## src/rtl/drawmode_pkg.sv

```systemverilog
package drawmode_pkg;

  localparam int SEL_W     = 2;
  localparam int SEL_MODE  = 0;
  localparam int SEL_COLOR = 1;

  typedef struct packed {
    logic [3:0] lop;
    logic [2:0] dst;
    logic       rgb;
    logic       swap;
    logic       packd;
    logic       dbuf;
    logic [1:0] depth;
    logic [2:0] plane;
  } mode_t;

  // second-buffer shift selected by plane, depth and buffer bit
  function automatic logic [3:0] store_shift_of(logic [2:0] plane,
                                                logic [1:0] depth,
                                                logic       dbuf);
    logic [3:0] s;
    s = 4'd0;
    if (dbuf) begin
      case (plane)
        3'd4: s = 4'd8;
        3'd1, 3'd2, 3'd5, 3'd6: begin
          case (depth)
            2'd1:    s = 4'd8;
            2'd2:    s = 4'd12;
            default: s = 4'd0;
          endcase
        end
        default: s = 4'd0;
      endcase
    end
    return s;
  endfunction

endpackage

```

## src/rtl/drawmode_decoder.sv

```systemverilog
module drawmode_decoder
  import drawmode_pkg::*;
(
  input  logic        clk,
  input  logic        rst_n,
  input  logic        load,
  input  logic [31:0] word,
  output mode_t       mode,
  output logic [3:0]  store_shift
);

  mode_t mode_q, mode_d;

  always_comb begin
    mode_d = mode_q;
    if (load) begin
      mode_d.plane = word[2:0];
      mode_d.depth = word[4:3];
      mode_d.dbuf  = word[5];
      mode_d.packd = word[7];
      mode_d.swap  = word[11];
      mode_d.rgb   = word[15];
      mode_d.dst   = word[24:22];
      mode_d.lop   = word[31:28];
    end
  end

  always_ff @(posedge clk or negedge rst_n) begin
    if (!rst_n) mode_q <= '0;
    else if (load) mode_q <= mode_d;
  end

  assign mode        = mode_q;
  assign store_shift = store_shift_of(mode_q.plane, mode_q.depth, mode_q.dbuf);

  logic unused_mode_bits;
  assign unused_mode_bits = ^{word[6], word[10:8], word[14:12], word[21:16], word[27:25]};


  mode_load_chk: assert property (@(posedge clk) disable iff (!rst_n)
    load |=> (mode.lop == $past(word[31:28])) && (mode.plane == $past(word[2:0])));


  shift_off_chk: assert property (@(posedge clk) disable iff (!rst_n)
    !mode.dbuf |-> store_shift == 4'd0);


  shift_overlay_chk: assert property (@(posedge clk) disable iff (!rst_n)
    (mode.dbuf && mode.plane == 3'd4) |-> store_shift == 4'd8);

endmodule

```

## src/rtl/color_regs.sv

```systemverilog
module color_regs #(
  parameter int COLOR_W = 24,
  parameter int IDX_W   = 32,
  parameter int FRAC_SH = 11
) (
  input  logic               clk,
  input  logic               rst_n,
  input  logic               ld_full,
  input  logic               ld_packed,
  input  logic [31:0]        hi_word,
  input  logic [31:0]        lo_word,
  input  logic               rgb_mode,
  input  logic [1:0]         depth,
  output logic [COLOR_W-1:0] red,
  output logic [COLOR_W-1:0] green,
  output logic [COLOR_W-1:0] blue,
  output logic [COLOR_W-1:0] cur_red,
  output logic [COLOR_W-1:0] cur_green,
  output logic [COLOR_W-1:0] cur_blue,
  output logic [IDX_W-1:0]   color_idx
);

  logic [COLOR_W-1:0] r_q, g_q, b_q, cr_q, cg_q, cb_q;
  logic [COLOR_W-1:0] r_d, g_d, b_d;
  logic [IDX_W-1:0]   i_q, i_d;
  logic               rgb_en, en;

  function automatic logic [COLOR_W-1:0] frac(logic [7:0] v);
    logic [COLOR_W-1:0] t;
    t = '0;
    t[FRAC_SH +: 8] = v;
    return t;
  endfunction

  assign rgb_en = ld_packed && rgb_mode;
  assign en     = ld_full || ld_packed;

  // next state: upper lane first, lower lane overrides
  always_comb begin
    r_d = r_q;
    g_d = g_q;
    b_d = b_q;
    i_d = i_q;
    if (ld_full) begin
      r_d = hi_word[COLOR_W-1:0];
      if (!rgb_mode) begin
        case (depth)
          2'd0:    i_d = IDX_W'(hi_word[14:11]);
          2'd1:    i_d = IDX_W'(hi_word[18:11]);
          2'd2:    i_d = IDX_W'(hi_word[20:9]);
          default: i_d = i_q;
        endcase
      end
    end
    if (ld_packed) begin
      i_d = IDX_W'(lo_word);
      if (rgb_mode) begin
        r_d = frac(lo_word[7:0]);
        g_d = frac(lo_word[15:8]);
        b_d = frac(lo_word[23:16]);
      end
    end
  end

  always_ff @(posedge clk or negedge rst_n) begin
    if (!rst_n) begin
      r_q  <= '0;
      cr_q <= '0;
      i_q  <= '0;
    end else if (en) begin
      r_q  <= r_d;
      cr_q <= r_d;
      i_q  <= i_d;
    end
  end

  always_ff @(posedge clk or negedge rst_n) begin
    if (!rst_n) begin
      g_q  <= '0;
      b_q  <= '0;
      cg_q <= '0;
      cb_q <= '0;
    end else if (rgb_en) begin
      g_q  <= g_d;
      b_q  <= b_d;
      cg_q <= g_d;
      cb_q <= b_d;
    end
  end

  assign red       = r_q;
  assign green     = g_q;
  assign blue      = b_q;
  assign cur_red   = cr_q;
  assign cur_green = cg_q;
  assign cur_blue  = cb_q;
  assign color_idx = i_q;

  logic unused_hi_bits;
  assign unused_hi_bits = ^hi_word[31:COLOR_W];


  red_full_chk: assert property (@(posedge clk) disable iff (!rst_n)
    (ld_full && !rgb_en) |=> red == $past(hi_word[COLOR_W-1:0]));


  idx_packed_chk: assert property (@(posedge clk) disable iff (!rst_n)
    ld_packed |=> color_idx == $past(lo_word));


  rgb_hold_chk: assert property (@(posedge clk) disable iff (!rst_n)
    (ld_packed && !rgb_mode) |=> $stable(green) && $stable(blue));


  idle_hold_chk: assert property (@(posedge clk) disable iff (!rst_n)
    !en |=> $stable(red) && $stable(color_idx) && $stable(cur_red));

endmodule

```

## src/rtl/drawmode_color_regs.sv

```systemverilog
module drawmode_color_regs
  import drawmode_pkg::*;
(
  input  logic        clk,
  input  logic        rst_n,
  input  logic [1:0]  wr_sel,
  input  logic        wr_hi,
  input  logic        wr_lo,
  input  logic [63:0] wdata,
  output logic [2:0]  plane_en,
  output logic [1:0]  plane_depth,
  output logic        dbuf_sel,
  output logic        packed_rw,
  output logic        byte_swap,
  output logic        rgb_mode,
  output logic [2:0]  dst_factor,
  output logic [3:0]  logic_op,
  output logic [3:0]  store_shift,
  output logic [23:0] red,
  output logic [23:0] green,
  output logic [23:0] blue,
  output logic [23:0] cur_red,
  output logic [23:0] cur_green,
  output logic [23:0] cur_blue,
  output logic [31:0] color_idx
);

  // asynchronous assert, synchronous release
  logic rst_meta, rst_sync;
  always_ff @(posedge clk or negedge rst_n) begin
    if (!rst_n) begin
      rst_meta <= 1'b0;
      rst_sync <= 1'b0;
    end else begin
      rst_meta <= 1'b1;
      rst_sync <= rst_meta;
    end
  end

  logic  ld_mode, ld_full, ld_packed;
  mode_t mode;

  assign ld_mode   = wr_lo && (wr_sel == SEL_W'(SEL_MODE));
  assign ld_full   = wr_hi && (wr_sel == SEL_W'(SEL_COLOR));
  assign ld_packed = wr_lo && (wr_sel == SEL_W'(SEL_COLOR));

  drawmode_decoder u_mode (
    .clk         (clk),
    .rst_n       (rst_sync),
    .load        (ld_mode),
    .word        (wdata[31:0]),
    .mode        (mode),
    .store_shift (store_shift)
  );

  color_regs #(.COLOR_W(24), .IDX_W(32), .FRAC_SH(11)) u_color (
    .clk       (clk),
    .rst_n     (rst_sync),
    .ld_full   (ld_full),
    .ld_packed (ld_packed),
    .hi_word   (wdata[63:32]),
    .lo_word   (wdata[31:0]),
    .rgb_mode  (mode.rgb),
    .depth     (mode.depth),
    .red       (red),
    .green     (green),
    .blue      (blue),
    .cur_red   (cur_red),
    .cur_green (cur_green),
    .cur_blue  (cur_blue),
    .color_idx (color_idx)
  );

  assign plane_en    = mode.plane;
  assign plane_depth = mode.depth;
  assign dbuf_sel    = mode.dbuf;
  assign packed_rw   = mode.packd;
  assign byte_swap   = mode.swap;
  assign rgb_mode    = mode.rgb;
  assign dst_factor  = mode.dst;
  assign logic_op    = mode.lop;


  both_lanes_chk: assert property (@(posedge clk) disable iff (!rst_sync)
    (ld_full && ld_packed) |=> color_idx == $past(wdata[31:0]));


  rgb_idx_hold_chk: assert property (@(posedge clk) disable iff (!rst_sync)
    (ld_full && !ld_packed && rgb_mode && !ld_mode) |=> $stable(color_idx));

endmodule

```

## config.mk

```make
export PLATFORM = sky130hd
export DESIGN_NAME = drawmode_color_regs
export DESIGN_NICKNAME = d
export VERILOG_FILES = /design/src/rtl/drawmode_pkg.sv /design/src/rtl/drawmode_decoder.sv /design/src/rtl/color_regs.sv /design/src/rtl/drawmode_color_regs.sv
export SDC_FILE = /design/constraint.sdc
export NUM_CORES = 1
export LEC_CHECK = 0
export ABC_AREA = 1
export BUFFER_PORTS_ARGS = -buffer_cell sky130_fd_sc_hd__buf_2
export CORE_ASPECT_RATIO = 0.6
export CORE_MARGIN = 2
export CORE_UTILIZATION = 45
export DETAILED_ROUTE_END_ITERATION = 8
export GPL_ROUTABILITY_DRIVEN = 0
export GPL_TIMING_DRIVEN = 0
export HOLD_SLACK_MARGIN = 0.03
export MAX_ROUTING_LAYER = met4
export PLACE_DENSITY = 0.82
export SYNTH_ARGS = -nofsm -noshare
export SYNTH_HDL_FRONTEND = slang
export SYNTH_HIERARCHICAL = 1
export SYNTH_SLANG_ARGS = --single-unit
```

## constraint.sdc

```tcl
create_clock -name clk -period 3.2 [get_ports clk]
set_clock_uncertainty 0.05 [all_clocks]
set_input_delay 0.64 -clock clk [delete_from_list [all_inputs] [get_ports clk]]
set_output_delay 0.64 -clock clk [all_outputs]
set_load 0.01 [all_outputs]
```

==> flow_summary_export.csv <==
group,metric,value,unit
clock_tree,clk_pin_slew,0.06,ns
synth,synth_seq_cells,90,
worst_setup_path,critPathMaxFanout,4,
clock_tree,root_buffer,"clkbuf_16",
route,drc,0,
synth,synth.yosys.warnings,6,
sta,fmax,462,MHz
sta,rsz0062_at_grt,"false",
place,pre_cts_ws,1.02,ns
final_layout,layout.nets,906,
place,portBuffers,191,
global_route,grt_overflow_total,0,
sta,tightest_slew,0.536,ns
global_route,grt.total_usage,24.1,%
clock_tree,clkLatencyLatePin,0.33,ns
global_route,grt_max_degree,70,
synth,synth_most_common_cell,"buf_4",
sta,timing.final.max_slew_violations,0,
clock_tree,cts_num_sinks,90,
synth,yosys.area.top_type,"dfrtp_1",
pwr,leakagePower,3.74,nW
sta,whs,0.165,ns
sta,slew_headroom,64.2,%
place,detailed_place_hpwl,10500,microns
clock_tree,cts_tree,"built",
floorplanning,start_util,47.2,%
worst_setup_path,worstPathRequired,2.51,ns
sta,worst_slack,1.04,ns
synth,synth_top_cell_area_share,47.4,%
route,drtAntennaViolNets,0,
synth,synth_commonest_cells,"110 x buf_4, 100 x nand2_1, 90 x dfrtp_1, 54 x o21ai_0, 50 x nand3_1",
synth,yosysSeqAreaShare,47.4,%
final_layout,n_fill_cell,886,
worst_setup_path,ff2ff_path_depth,9,
worst_setup_path,start_kind,"register",
synth,post_synth_instance_area,4750,sq um
sta,setup_viol,0,
floorplanning,die-area,11400,sq um
clock_tree,htreeDepth,3,
place,dpl_cell_area,6140,sq um
synth,synth-edff-count,0,
pwr,power.density,571,nW/um^2
route,first_iter_violations,203,
clock_tree,cts_buffers,9,
sta,finalHoldViolCount,0,
sta,fin_crit_sh,67.7,%
synth,syn_area_per_cell,8.43,sq um
floorplanning,ios,266,
worst_setup_path,crit_type,"register to output pin",
final_layout,area_growth,35.4,%
worst_setup_path,cp-end-kind,"output pin",
global_route,grt_pass1_wl,20700,microns
final_layout,fin_area,6430,sq um
synth,synth_area_leaders,"dfrtp_1 47%, buf_4 17%, nand2_1 7.9%, o21ai_0 5.7%, nand3_1 5.3%",
clock_tree,cts-resized-gates,0,
pwr,power.ir.vdd_worst,286,uV
synth,syn-instance-count,563,
worst_setup_path,crit_arrival,1.47,ns
final_layout,drive_above_1_share,41.9,%
clock_tree,cts_buffer_depth,2,
worst_setup_path,r2r_slack,1.41,ns
status,status,"finished clean",
floorplanning,core_area,10100,sq um
global_route,grt_pass1_vias,3984,
synth,async_reset_ff_share,100,%
route,finalWirelength,13300,microns
hold_path,hold_path.class,"register to asynchronous set/reset pin",
run,max_cap_violations,0,
route,vias,4293,
route,viasPerCell,4.42,
floorplanning,die_w,137,microns
route,firstDrtPassIters,4,
sta,fin_crit,2.16,ns
synth,synthFlopType,"dfrtp_1",
floorplanning,rows,28,
pwr,total_power,3.67,mW
floorplanning,die_h,83.6,microns
synth,synth.distinct_cells,26,
route,wl_per_cell,13.7,microns
global_route,antenna_found_initial,1,
sta,tns,0,ns
[critical path, cell delays in order, from the launching register on]
cell	delay [ns]
dfrtp_1	0.41
inv_1	0.07
ha_1	0.29
inv_1	0.05
nand2_1	0.04
a21oi_1	0.13
buf_2	0.15
[repair_timing]
| item | 4_1_cts | 5_1_grt |
|---|---|---|
| hold buffers | 1 | 0 |
| endpoints found under the hold margin | 2 | 0 |
| buffers inserted | 0 | 0 |
[cell families (layout without fill, tap and decap cells)]
group | Yosys count | count (layout) | synth area share, %
flip-flops | 90 | 90 | 47.4
buffers and inverters | 179 | 388 | 23.9
AO/OA/AOI/OAI | 78 | 78 | 8.59
other | 3 | 68 | 0.237
adder cells (fa/ha/maj) | 5 | 5 | 1.32
AND/OR/NAND/NOR | 208 | 208 | 18.6
[where the power goes]
group	internal (mW)	switching (mW)	leakage [nW]	total, mW
Clock	0.528	0.432	0.129	0.959
Sequential	1.36	0.150	1.11	1.51
Combinational	0.564	0.638	2.50	1.20
Total	2.45	1.22	3.74	3.67
[worst paths after layout]
kind                                     start                   end
max in group asynchronous             rst_sync   u_color/cur_red[23]
worst max-delay path            u_mode/mode[3]        store_shift[3]
worst max register to register  u_mode/mode[3]  u_color/color_idx[4]
worst min register to register        rst_sync        u_mode/mode[5]
min in group clk                      rst_meta              rst_sync
worst min-delay path                  rst_sync        u_mode/mode[5]
[registers in the layout, indices dropped and copies added, names as in the netlist]
| name | count |
|---|---|
| rst_meta | 1 |
| rst_sync | 1 |
| u_color/color_idx | 32 |
| u_color/cur_blue | 8 |
| u_color/cur_green | 8 |
| u_color/cur_red | 24 |
| u_mode/mode | 16 |
[layout make-up]
cell class	instances	area, sq um	area share, %
antenna	1	2.50	0.0389
buffer	131	950	14.8
clock buffer	10	229	3.56
clock inverter	6	42.5	0.662
inverter	48	184	2.86
multi-input combinational	358	1600	24.9
sequential	90	2260	35.1
tap	135	169	2.63
timing repair buffer	193	993	15.5
[per-layer routing]
metal	wire length [microns]	GRT usage (%)
met4	74	5.21
met3	1460	7.71
met5	0	-
met2	6040	35.7
met1	5730	32.4
[cell usage in the layout, fill, tap and decap left out]
cell / synthesis / routed
clkinv_4: 0 / 1
buf_6: 4 / 4
clkbuf_16: 0 / 9
ha_1: 5 / 5
buf_16: 0 / 1
inv_1: 44 / 44
dfrtp_4: 0 / 1
inv_4: 1 / 1
or2_2: 3 / 3
o21ai_1: 11 / 11
buf_2: 12 / 203
o21ai_0: 54 / 54
dlygate4sd3_1: 0 / 1
or2_0: 1 / 1
o21ai_2: 4 / 4
diode_2: 0 / 1
clkinvlp_4: 0 / 2
nor2_2: 1 / 1
buf_4: 110 / 110
a31oi_1: 1 / 1
conb_1: 3 / 67
o22ai_1: 1 / 1
dfrtp_1: 90 / 89
nand2_1: 100 / 100
nor3_1: 8 / 8
nand3_1: 50 / 50
clkbuf_1: 5 / 6
a21oi_1: 7 / 7
clkinv_2: 1 / 3
nor2_1: 41 / 41
nand2_2: 3 / 3
nand2_4: 1 / 1
inv_2: 2 / 2
inv_6: 0 / 1
[stage by stage]
step / util, % / cells
floorplan: - / 627
global placement: 60.8 / 953
detailed placement: 61.1 / 954
CTS: 63.9 / 971
global route: 63.9 / 972
finish: 63.9 / 972
Power figures use the tool's default switching activity.
